<file path="src/rtl/sector_dma_pkg.sv">
package sector_dma_pkg;
    // register offsets (word granular)
    localparam logic [2:0] OFF_CMD  = 3'd0;
    localparam logic [2:0] OFF_LBA  = 3'd1;
    localparam logic [2:0] OFF_DEST = 3'd2;
    localparam logic [2:0] OFF_LAT  = 3'd3;
    localparam logic [2:0] OFF_STAT = 3'd4;

    localparam logic [7:0]  CMD_READ  = 8'h01;
    localparam logic [31:0] FILL_MASK = 32'h5A5A_0000;

    // status bit positions
    localparam int STAT_BUSY = 0;
    localparam int STAT_DONE = 1;
    localparam int STAT_ERR  = 2;
    localparam int STAT_OVR  = 3;

    typedef enum logic [2:0] {
        ST_IDLE,
        ST_WAIT,
        ST_FETCH,
        ST_PUSH,
        ST_FIN
    } eng_state_e;
endpackage

</file>
<file path="src/rtl/sdma_store.sv">
module sdma_store
    import sector_dma_pkg::*;
#(
    parameter int BLK_W = 3,
    parameter int IDX_W = 7
) (
    input  logic             clk,
    input  logic             rst_n,
    input  logic             rd_en,
    input  logic [BLK_W-1:0] rd_blk,
    input  logic [IDX_W-1:0] rd_idx,
    output logic [31:0]      rd_data
);
    logic [31:0] data_d, data_q;

    // contents are a function of block and word index: no storage array
    always_comb begin
        data_d = data_q;
        if (rd_en) begin
            data_d = {16'(rd_blk), 16'(rd_idx)} ^ FILL_MASK;
        end
    end

    always_ff @(posedge clk) begin
        if (!rst_n) data_q <= '0;
        else        data_q <= data_d;
    end

    assign rd_data = data_q;
endmodule

</file>
<file path="src/rtl/sdma_regs.sv">
module sdma_regs
    import sector_dma_pkg::*;
#(
    parameter int LAT_W = 16
) (
    input  logic             clk,
    input  logic             rst_n,
    input  logic             reg_we,
    input  logic [2:0]       reg_addr,
    input  logic [31:0]      reg_wdata,
    input  logic             irq_clr,
    input  logic             busy,
    input  logic             fin,
    input  logic             fin_err,
    output logic             start,
    output logic [31:0]      cfg_lba,
    output logic [31:0]      cfg_dest,
    output logic [LAT_W-1:0] cfg_lat,
    output logic [31:0]      reg_rdata,
    output logic             done,
    output logic             ovr
);
    typedef struct packed {
        logic [31:0]      lba;
        logic [31:0]      dest;
        logic [LAT_W-1:0] lat;
        logic             done;
        logic             err;
        logic             ovr;
    } regs_t;

    regs_t q, d;
    logic  wr_cmd;

    always_comb begin
        d      = q;
        wr_cmd = reg_we && (reg_addr == OFF_CMD);
        start  = wr_cmd && (reg_wdata[7:0] == CMD_READ) && !busy;

        if (reg_we) begin
            case (reg_addr)
                OFF_LBA:  d.lba  = reg_wdata;
                OFF_DEST: d.dest = {reg_wdata[31:2], 2'b00};
                OFF_LAT:  d.lat  = reg_wdata[LAT_W-1:0];
                OFF_STAT: begin
                    if (reg_wdata[STAT_DONE]) d.done = 1'b0;
                    if (reg_wdata[STAT_OVR])  d.ovr  = 1'b0;
                end
                default: ;
            endcase
        end
        if (irq_clr)        d.done = 1'b0;
        if (wr_cmd && busy) d.ovr  = 1'b1;
        if (start)          d.err  = 1'b0;
        // completion wins over a clear in the same cycle
        if (fin) begin
            d.done = 1'b1;
            d.err  = fin_err;
        end

        case (reg_addr)
            OFF_LBA:  reg_rdata = q.lba;
            OFF_DEST: reg_rdata = q.dest;
            OFF_LAT:  reg_rdata = 32'(q.lat);
            OFF_STAT: reg_rdata = {28'd0, q.ovr, q.err, q.done, busy};
            default:  reg_rdata = '0;
        endcase
    end

    always_ff @(posedge clk) begin
        if (!rst_n) q <= '0;
        else        q <= d;
    end

    assign cfg_lba  = q.lba;
    assign cfg_dest = q.dest;
    assign cfg_lat  = q.lat;
    assign done     = q.done;
    assign ovr      = q.ovr;
endmodule

</file>
<file path="src/rtl/sdma_engine.sv">
module sdma_engine
    import sector_dma_pkg::*;
#(
    parameter int NUM_BLOCKS = 8,
    parameter int WORDS      = 128,
    parameter int LAT_W      = 16,
    parameter int BLK_W      = 3,
    parameter int IDX_W      = 7
) (
    input  logic             clk,
    input  logic             rst_n,
    input  logic             start,
    input  logic [31:0]      cfg_lba,
    input  logic [31:0]      cfg_dest,
    input  logic [LAT_W-1:0] cfg_lat,
    input  logic             m_ready,
    output logic             m_valid,
    output logic [31:0]      m_addr,
    output logic             busy,
    output logic             fin,
    output logic             fin_err,
    output logic             rd_en,
    output logic [BLK_W-1:0] rd_blk,
    output logic [IDX_W-1:0] rd_idx
);
    localparam logic [IDX_W-1:0] LAST_IDX = IDX_W'(WORDS - 1);

    typedef struct packed {
        eng_state_e       st;
        logic [LAT_W-1:0] cnt;
        logic [IDX_W-1:0] idx;
        logic [31:0]      addr;
        logic [BLK_W-1:0] blk;
        logic             err;
    } eng_t;

    eng_t q, d;

    always_comb begin
        d     = q;
        fin   = 1'b0;
        rd_en = 1'b0;
        case (q.st)
            ST_IDLE: begin
                if (start) begin
                    d.addr = cfg_dest;
                    d.cnt  = cfg_lat;
                    d.idx  = '0;
                    d.blk  = cfg_lba[BLK_W-1:0];
                    if (cfg_lba < 32'(NUM_BLOCKS)) begin
                        d.err = 1'b0;
                        d.st  = ST_WAIT;
                    end else begin
                        d.err = 1'b1;
                        d.st  = ST_FIN;
                    end
                end
            end
            ST_WAIT: begin
                if (q.cnt == '0) d.st  = ST_FETCH;
                else             d.cnt = q.cnt - LAT_W'(1);
            end
            ST_FETCH: begin
                rd_en = 1'b1;
                d.st  = ST_PUSH;
            end
            ST_PUSH: begin
                if (m_ready) begin
                    if (q.idx == LAST_IDX) begin
                        d.st = ST_FIN;
                    end else begin
                        d.idx  = q.idx + IDX_W'(1);
                        d.addr = q.addr + 32'd4;
                        d.st   = ST_FETCH;
                    end
                end
            end
            ST_FIN: begin
                fin  = 1'b1;
                d.st = ST_IDLE;
            end
            default: d.st = ST_IDLE;
        endcase
    end

    always_ff @(posedge clk) begin
        if (!rst_n) begin
            q    <= '0;
            q.st <= ST_IDLE;
        end else begin
            q <= d;
        end
    end

    assign busy    = (q.st != ST_IDLE);
    assign m_valid = (q.st == ST_PUSH);
    assign m_addr  = q.addr;
    assign fin_err = q.err;
    assign rd_blk  = q.blk;
    assign rd_idx  = q.idx;
endmodule

</file>
<file path="src/rtl/sector_dma.sv">
module sector_dma
    import sector_dma_pkg::*;
#(
    parameter int SECTOR_BYTES = 512,
    parameter int NUM_BLOCKS   = 8,
    parameter int LAT_W        = 16
) (
    input  logic        clk,
    input  logic        rst_n,
    input  logic        reg_we,
    input  logic [2:0]  reg_addr,
    input  logic [31:0] reg_wdata,
    output logic [31:0] reg_rdata,
    output logic        m_valid,
    output logic [31:0] m_addr,
    output logic [31:0] m_data,
    input  logic        m_ready,
    output logic        irq,
    input  logic        irq_clr
);
    localparam int WORDS = SECTOR_BYTES / 4;
    localparam int IDX_W = (WORDS > 1) ? $clog2(WORDS) : 1;
    localparam int BLK_W = (NUM_BLOCKS > 1) ? $clog2(NUM_BLOCKS) : 1;

    logic             eng_start, eng_busy, eng_fin, eng_fin_err;
    logic [31:0]      cfg_lba, cfg_dest;
    logic [LAT_W-1:0] cfg_lat;
    logic             st_rd_en;
    logic [BLK_W-1:0] st_blk;
    logic [IDX_W-1:0] st_idx;
    logic             done_flag, ovr_flag;

    sdma_regs #(.LAT_W(LAT_W)) u_regs (
        .clk      (clk),
        .rst_n    (rst_n),
        .reg_we   (reg_we),
        .reg_addr (reg_addr),
        .reg_wdata(reg_wdata),
        .irq_clr  (irq_clr),
        .busy     (eng_busy),
        .fin      (eng_fin),
        .fin_err  (eng_fin_err),
        .start    (eng_start),
        .cfg_lba  (cfg_lba),
        .cfg_dest (cfg_dest),
        .cfg_lat  (cfg_lat),
        .reg_rdata(reg_rdata),
        .done     (done_flag),
        .ovr      (ovr_flag)
    );

    sdma_engine #(
        .NUM_BLOCKS(NUM_BLOCKS),
        .WORDS     (WORDS),
        .LAT_W     (LAT_W),
        .BLK_W     (BLK_W),
        .IDX_W     (IDX_W)
    ) u_engine (
        .clk     (clk),
        .rst_n   (rst_n),
        .start   (eng_start),
        .cfg_lba (cfg_lba),
        .cfg_dest(cfg_dest),
        .cfg_lat (cfg_lat),
        .m_ready (m_ready),
        .m_valid (m_valid),
        .m_addr  (m_addr),
        .busy    (eng_busy),
        .fin     (eng_fin),
        .fin_err (eng_fin_err),
        .rd_en   (st_rd_en),
        .rd_blk  (st_blk),
        .rd_idx  (st_idx)
    );

    sdma_store #(.BLK_W(BLK_W), .IDX_W(IDX_W)) u_store (
        .clk    (clk),
        .rst_n  (rst_n),
        .rd_en  (st_rd_en),
        .rd_blk (st_blk),
        .rd_idx (st_idx),
        .rd_data(m_data)
    );

    assign irq = done_flag;
endmodule

</file>
<file path="config.mk">
export PLATFORM = sky130hd
export DESIGN_NAME = sector_dma
export DESIGN_NICKNAME = d
export VERILOG_FILES = /design/src/rtl/sector_dma_pkg.sv /design/src/rtl/sdma_store.sv /design/src/rtl/sdma_regs.sv /design/src/rtl/sdma_engine.sv /design/src/rtl/sector_dma.sv
export SDC_FILE = /design/constraint.sdc
export NUM_CORES = 1
export LEC_CHECK = 0
export BUFFER_PORTS_ARGS = -buffer_cell sky130_fd_sc_hd__buf_2
export CAP_MARGIN = 25
export CORE_ASPECT_RATIO = 0.7
export CORE_MARGIN = 2
export CORE_UTILIZATION = 64
export CTS_BUF_LIST = sky130_fd_sc_hd__clkbuf_2 sky130_fd_sc_hd__clkbuf_4 sky130_fd_sc_hd__clkbuf_8
export CTS_CLUSTER_DIAMETER = 150
export DETAILED_ROUTE_END_ITERATION = 7
export PLACE_DENSITY = 0.88
export SYNTH_ARGS = -nofsm -noshare
export SYNTH_HDL_FRONTEND = slang
export SYNTH_HIERARCHICAL = 1
export SYNTH_SLANG_ARGS = --single-unit
</file>
<file path="constraint.sdc">
create_clock -name clk -period 5.44 [get_ports clk]
set_input_delay 0.816 -clock clk [delete_from_list [all_inputs] [get_ports clk]]
set_output_delay 0.816 -clock clk [all_outputs]
set_load 0.05 [all_outputs]
</file>
-- Word level (Yosys, flattened, before mapping)
Index checks and enable logic that the tools add are counted.
- add/subtract/negate cells: 3
- $mul: 0
- divide/modulo/power cells: 0
- $lt $le $gt $ge: 1
- equality and inequality tests: 15
- shifts and indexed selects: 0
- multiplexer cells: 25
- bitwise logic cells: 1
- reductions and logical operators: 27
- operators by type and width (kind ; number):
    $pmux W32 S4 ; 1
    $mux W39 ; 2
    $pmux W39 S2 ; 1
    $mux W62 ; 1
    $add A32 B3 Y32 const B ; 1
    $lt A32 B4 Y1 const B ; 1
    $pmux W16 S2 ; 1
    $logic_not A16 Y1 ; 1
    $mux W16 ; 1
    $sub A16 B1 Y16 const B ; 1
    $eq A3 B2 Y1 const B ; 4
    $mux W1 ; 12
    $mux W3 ; 4
    $pmux W3 S4 ; 1
    $reduce_and A3 Y1 ; 4
    $reduce_bool A2 Y1 ; 6
    $reduce_bool A3 Y1 ; 4
    $eq A8 B1 Y1 const B ; 1
    $not A1 Y8 ; 1
    $reduce_and A2 Y1 ; 4
    $add A7 B1 Y7 const B ; 1
    $eq A7 B7 Y1 const B ; 1
    $eq A3 B1 Y1 const B ; 2
    $eq A3 B3 Y1 const B ; 2
    7 further kinds ; 14
- flip-flop bits (word level): 160
- latch bits: 0
- RAM bits: 0
- bits in read-only memories: 0
- bits of input ports: 40
- output and inout bits: 98
- logic and storage cells: 85
- memories kept: 0

-- Logic depth before layout (Yosys ltp)
Gate-level depths: netlist of run 1.
- word-level depth: 6
- depth in mapped cells: 11
- mapped depth without buffers: 9

-- Hierarchy
The synthesis of run 1 kept the hierarchy.
- by module, submodules not included (module ; times used ; cells each ; area each (sq um) ; seq. area each (sq um)):
    sdma_regs ; 1 ; 522 ; 4299.1 ; 1621.6
    sdma_engine ; 1 ; 548 ; 4142.7 ; 1241.2
    sdma_store ; 1 ; 56 ; 564.3 ; 220.2

-- Least setup slack after synthesis of run 1
OpenSTA, ideal clock, no wires.
- path kind: in2out
- start: input port reg_addr[0]
- end: output port reg_rdata[1]
- arrival: 2.158 ns
- data required time: 4.624 ns
- slack: 2.466 ns
- cell stages on the path: 5
- buffers on the path: 2
- path through: buf_2 > buf_6 > nor2b_1 > a22oi_1 > o21ai_1
- cells in the longest elaborated chain, start to end: 2
- elaborated cells between the ends (all ways): 5
- those cells by class: eq/ne (4); mux (1)
- ends and longest elaborated chain (element ; line ; text):
    start: declaration ; sector_dma.sv:11 ; input logic [2:0] reg_addr,
    $eq A3 B3 Y1, or another cell as far along ; sdma_regs.sv:61 ; case (reg_addr)
    $pmux W32 S4 (*) ; sdma_regs.sv:61 ;
    end: declaration ; sector_dma.sv:13 ; output logic [31:0] reg_rdata,
Every way passes the cells marked *; elsewhere a longest branch is shown, timed or not.

-- Final worst setup path of run 1
- start: input port reg_addr[0]
- end: output port reg_rdata[2]
The elaborated chain is that of the path after synthesis.

==> results of run 1 <==
==> sequential cells by signal, indices dropped and copies added (netlist names) <==
name              count
u_engine/q           19
u_engine/rd_blk       3
u_regs/ovr            1
u_engine/m_addr      32
u_engine/rd_idx       7
u_store/rd_data      11
u_regs/cfg_lba       32
u_regs/done           1
u_engine/fin_err      1
u_regs/q              1
u_regs/cfg_dest      30
u_regs/cfg_lat       16
==> kinds of logic after synthesis <==
group	share of synthesized area
and+or+nand+nor	0.2221
AOI/OAI and AO/OA	0.2310
buffers and inverters	0.1671
DFF	0.3423
muxes	0.02612
xor gates and xnor gates	0.004862
adders and majority gates	0.005557
other	0.0008339
==> synthesized netlist by cell type, types with 5 or more instances <==
cell      number
a21oi_1       56
clkbuf_1      38
or3_1          6
a21o_1         5
nor3_1        17
and3_1         5
nor4_1        13
o211ai_1       7
nand2_1      219
nor2_1        57
a31oi_1       12
buf_2         22
nor3b_1        5
mux2_1        12
a311oi_1       5
o21a_1         5
dfxtp_1      154
a22oi_1       16
o221a_2        5
nor2b_1       15
nand3_1       26
inv_1         13
buf_4        153
o21ai_0       30
a21boi_1      79
nand4_1       10
xnor2_1        5
a211oi_1       7
o31ai_1        5
a22o_1        21
mux2i_1       10
==> worst paths after layout <==
path	start	end	slack (ns)	cells past startpoint
max reg2reg	u_engine/q[59]	u_engine/m_addr[23]	1.90	9
min reg2reg	u_engine/m_addr[0]	u_engine/m_addr[0]	0.47	2
min	u_engine/m_addr[0]	u_engine/m_addr[0]	0.47	2
max	reg_addr[0]	reg_rdata[2]	1.67	6
==> per-layer routing <==
metal  track usage  up-vias  routed length (um)
li1              -     3679                   -
met1        0.4559     3788               10690
met2        0.4775      481               10160
met3       0.07193       40                2629
met4       0.08220        0                 347
met5             0        -                   0
==> power by group through the flow <==
stage | clock network (uW) | logic [uW] | registers [uW]
after floorplan | 0 | 127 | 1170
after global placement | 0 | 142 | 1180
after detailed placement | 0 | 146 | 1180
after CTS | 898 | 147 | 1150
after global routing | 952 | 158 | 1150
final | 888 | 150 | 1150
==> area by class of cell <==
type / count / area (um^2)
repair buffers: 131 / 701.9
clock buffers: 20 / 262.8
flip-flops and latches: 154 / 3083
fillers: 1205 / 4868
inverters: 13 / 48.80
well taps: 190 / 237.7
multi-input cells: 755 / 4486
clock inverters: 12 / 140.1
==> cell usage in the layout (no fill, tap or decap), drive strengths merged, types with 6 or more instances in the layout <==
cell type,synthesis,routed
a21boi,79,79
o21ai,34,34
conb,2,17
o211ai,7,7
nor3b,6,6
mux2,12,12
nor2b,15,15
nand4,10,10
nor3,17,17
buf,179,131
dfxtp,154,154
inv,13,16
a31oi,12,12
mux2i,10,10
a22oi,16,16
nand2,219,219
a211oi,7,7
a21oi,56,56
nand3,26,26
or3,7,7
a22o,21,21
clkbuf,40,20
nor4,16,16
nor2,59,59
==> per-stage QoR <==
| stage | std cells | power, uW | hold slack, ns | util |
|---|---|---|---|---|
| floorplan | 1141 | 1298 | 0.4367 | - |
| global placement | 1241 | 1319 | 0.4480 | 0.6160 |
| detailed placement | 1242 | 1324 | 0.4616 | 0.6180 |
| CTS | 1274 | 2195 | 0.4734 | 0.6471 |
| global route | 1275 | 2263 | 0.4928 | 0.6479 |
| finish | 1275 | 2189 | 0.4705 | 0.6479 |
==> worst register-to-register path: stages (launching register included) <==
cell      delay [ns]
dfxtp_1         0.44
nor2_1          0.23
nand2_1         0.16
nor4b_1         0.25
and4_1          0.76
nand3_1         0.17
buf_4           0.25
nand2_1         0.68
o211ai_1        0.20
o221a_2         0.31
==> qor.yml, run 1 <==
grt_max_degree: 73
worst_path_max_delay_cell: "nor2b_1"
drc: 0
die_w_um: 145.8
hold_buffers: 0
clock_latency_ns: 0.45
worstPathArrival_ns: 2.96
endpoint_kind: "output pin"
p_per_area_nw_per_um2: 244.3
p_comb_frac: 0.068
drtIter0Drc: 948
ant_nets: 0
pwr-share-seq: 0.526
critPathMaxFanout: 26
startpoint_type: "input port"
wire_per_inst_um: 18.69
ys_warn_count: 6
maxCapViolations: 0
post-dp-hpwl_mm: 16.65
numCtsBuffers: 17
cts.repair.resized: 0
fin_crit_ns: 3.772
area_growth_pct: -0.5141
cpPeakStageDelay_ns: 0.75
cp_top_family: "simple AND/OR/NAND/NOR gates"
avgSynthCellArea_um2: 7.998
start_util: 0.6513
yosys_register_bits: 154
setup_tns_ns: 0
grtUsageTotal: 0.3151
post-route-period-util: 0.6933
synth_edf_count: 0
fin_ws_ns: 1.668
synth.top_cell.area_share: 0.3423
rows: 36
antenna_cells: 0
io_buffers: 122
internal_power_uw: 1618
p_leak_uw: 0.003414
post-place-ws_ns: 1.435
slew_viol_final: 0
routabilityCongestion: 0.9552
yosys.area.top_type: "dfxtp_1"
setup_viol: 0
final_area_um2: 8960
clk_pin_slew_ns: 0.08
die_h_um: 103.3
syn_inst: 1126
worstPathRequired_ns: 4.62
hold_viol: 0
ir_drop_uv: 173.2
slew_headroom: 0.3302
synth-main-ff-cell: "dfxtp_1"
synth-async-reset-ratio: 0
ys_types: 84
post-cts-setup-buffers: 0
fmax_mhz: 265.1
place_area_um2: 8546
critPathBufInv: 3
dr_total_vias: 7988
skew_ns: 0.01437
p_sw_uw: 571.2
fp.dieArea_um2: 15050
status: "complete, no violations"
grt_pass1_vias: 6956
clock_tree.root_cell: "clkbuf_8"
synth_area_leaders: "dfxtp_1 34%, buf_4 13%, nand2_1 9.1%"
hp-class: "reg -> reg"
rsz0062_at_grt: "no"
grt_pass1_wl_mm: 37.85
antenna_found_initial: 0
finalWirelength_mm: 23.82
drt_pass1_iterations: 5
cts_buffer_depth: 2
drive_gt1_frac: 0.1705
via_per_inst: 6.265
fin_nets: 1116
htree_levels: 4
swShare: 0.2609
cts.sinks: 154
gr-total-overflow: 0
pin_count: 138
yosysSeqAreaShare: 0.3423
crit_chain: "buf_2 > nor2b_1 > nor2b_1 > buf_4 > a221o_1 > buf_2"
tightest_slew_ns: 1.005
syn_area_um2: 9006
worstSetupPathType: "in -> out"
cts_tree: "yes"
pwr-share-clk: 0.406
core_area_um2: 13830
No activity file was read; power rests on OpenSTA's default activity.
==> inputs of run 2 (changes only) <==
Settings changed: ABC_AREA set to 1, CORE_UTILIZATION 64 to 54, PLACE_DENSITY 0.88 to 0.79.
Clock period 5.44 ns to 3.1 ns, I/O delays scaled along.
==> run 2 against run 1 <==
Against the previous run:
- setup slack worse by 0.90 ns
- clock skew is 0.0040 ns higher
- cell area is 6.1% higher
- first-iteration DRC count is 11% higher
- sequential cell count stayed put
- sequential share of layout area is 2.0 points lower
- critical path type is now reg -> out
==> qor.yml, run 2 <==
worst_path_max_delay_cell: "inv_4"
ys_warn_count: 6
rows: 40
worstReg2RegStart: "u_engine/q[60]"
htree_levels: 4
cts.repair.resized: 0
grt_max_degree: 51
crit_chain: "inv_1 > nand3_4 > inv_4 > buf_2"
cts_tree: "yes"
synth_area_leaders: "dfxtp_1 33%, nand2_1 14%, nor2_1 14%"
slew_headroom: 0.5229
endpoint_kind: "output pin"
yosysMostFrequentCell: "nand2_1"
muxShareOfSynthArea: 0
yosys.area_share.xor_xnor: 0.01004
fin_crit_ns: 2.336
avgSynthCellArea_um2: 6.402
layout_common_cells: "361 x nand2_1, 341 x nor2_1, 154 x dfxtp_1"
p_leak_uw: 0.004479
status: "complete, no violations"
critPathMaxFanout: 45
tightest_slew_ns: 0.7149
fp.dieArea_um2: 18630
hold_buffers: 0
ant_nets: 0
synth-async-reset-ratio: 0
fmax_mhz: 428.0
cts.sinks: 154
drc: 0
ir_drop_uv: 312.2
synth_edf_count: 0
cpPeakStageDelay_ns: 0.41
grtUsageTotal: 0.2742
setup_tns_ns: 0
syn_inst: 1479
reg2reg_slack_ns: 0.82
io_buffers: 122
placed_cells: 1655
drive_gt1_frac: 0.1538
synth_top_family_by_area: "simple AND/OR/NAND/NOR gates"
routabilityCongestion: 0.9807
fin_nets: 1487
pin_count: 138
post-cts-setup-buffers: 0
cts_buffer_depth: 2
maxCapViolations: 0
worstSetupPathType: "reg -> out"
syn_area_um2: 9469
slew_viol_final: 0
critPathCapture: "m_valid"
yosys.area.top_type: "dfxtp_1"
num-fill-cells: 1718
numCtsBuffers: 17
die_h_um: 114.8
p_per_area_nw_per_um2: 417.5
regArea_um2: 3083
die_w_um: 162.3
yosys_register_bits: 154
synth_compound_gate_area_share: 0.1180
antenna_cells: 0
dr_total_vias: 8937
area_growth_pct: 0.4360
synthAdderAreaFrac: 0.005285
clock_latency_ns: 0.47
worstPathRequired_ns: 2.63
hp-class: "in -> reg"
startpoint: "u_engine/q[61]"
multi_input_area_um2: 4666
synthTopCellsByCount: "361 x nand2_1, 341 x nor2_1, 154 x dfxtp_1"
hold_viol: 0
reg2reg_to: "u_engine/q[56]"
via_per_inst: 5.298
antenna_found_initial: 0
startpoint_type: "flop"
start_util: 0.5516
synth-main-ff-cell: "dfxtp_1"
post-dp-hpwl_mm: 18.39
clk_pin_slew_ns: 0.10
r2r_cells: 12
grt_pass1_wl_mm: 40.40
wire_per_inst_um: 15.16
rsz0062_at_grt: "no"
core_area_um2: 17170
synth.top_cell.area_share: 0.3256
layout_commonest_cell: "nand2_1"
post-route-period-util: 0.7537
layoutNonFillerInstCount: 1687
drt_pass1_iterations: 5
gr-total-overflow: 0
setup_viol: 0
yosys.area_share.simple: 0.3521
finalWirelength_mm: 25.57
grt_pass1_vias: 7833
worstPathArrival_ns: 1.87
skew_ns: 0.01839
ys_types: 41
clock_tree.root_cell: "clkbuf_8"
drtIter0Drc: 1053
yosysSeqAreaShare: 0.3256
run 2: cell types whose count changed after synthesis, sizes merged, moves of 10 or more:
| cell | previous run | this run |
|---|---|---|
| nor3 | 17 | 3 |
| a31oi | 12 | 0 |
| inv | 13 | 92 |
| nor2b | 15 | 0 |
| nand2 | 219 | 376 |
| nor4 | 16 | 0 |
| nand3 | 26 | 85 |
| nor2 | 59 | 349 |
| clkbuf | 40 | 18 |
| a22oi | 16 | 0 |
| o21ai | 34 | 109 |
| mux2 | 12 | 0 |
| a21boi | 79 | 0 |
| mux2i | 10 | 0 |
run 2: critical path: cells and delay by family (launching register included):
kind                   cells  cell delay [ns]
buffers and inverters      3             0.90
AND/OR/NAND/NOR            1             0.16
flip-flops                 1             0.34
run 2: stage by stage:
stage          setup slack [ns]  power [uW]    util  area, um^2  hold WS [ns]
2_1_floorplan             1.063        2319       -        9525        0.4442
3_3_place_gp             0.8597        2356  0.5294        9089        0.4519
3_5_place_dp             0.7828        2357  0.5294        9089        0.4546
4_1_cts                  0.7647        3978  0.5540        9510        0.2190
5_1_grt                  0.5935        4094  0.5540        9510        0.2209
6_report                 0.7636        3971  0.5540        9510        0.2339
run 2: worst min-delay path by stage:
stage	to	depth (start not counted)	from	slack [ns]
finish	u_regs/cfg_dest[26]	3	reg_wdata[26]	0.23
global route	u_regs/cfg_lba[29]	3	reg_wdata[29]	0.22
CTS	u_regs/cfg_lba[29]	3	reg_wdata[29]	0.22
detailed placement	u_engine/m_addr[1]	2	u_engine/m_addr[1]	0.45
global placement	u_engine/m_addr[1]	2	u_engine/m_addr[1]	0.45
floorplan	u_regs/q[1]	2	u_engine/fin_err	0.44
run 2: cells by family after synthesis:
kind of cell	count (synthesis)
AOI/OAI and AO/OA	193
adders and majority gates	4
xor gates and xnor gates	10
other	2
buffers and inverters	296
DFF	154
and+or+nand+nor	820
run 2: layout make-up:
class | count | area share
flip-flops and latches | 154 | 0.3242
repair buffers | 134 | 0.07367
well taps | 231 | 0.03039
multi-input cells | 1044 | 0.4906
clock inverters | 14 | 0.01829
inverters | 92 | 0.03684
clock buffers | 18 | 0.02605
run 2: metal layers:
layer | global-route usage | wire length, um | up-vias
met3 | 0.06530 | 2626 | 32
met4 | 0.08142 | 427 | 0
li1 | - | - | 4411
met5 | 0 | 0 | -
met2 | 0.4099 | 10700 | 445
met1 | 0.3943 | 11820 | 4049
run 2: report_power, final:
| part | switching, uW | total, uW | internal (uW) |
|---|---|---|---|
| Clock | 877 | 1650 | 774 |
| Sequential | 34.4 | 2040 | 2010 |
| Combinational | 209 | 276 | 67.2 |
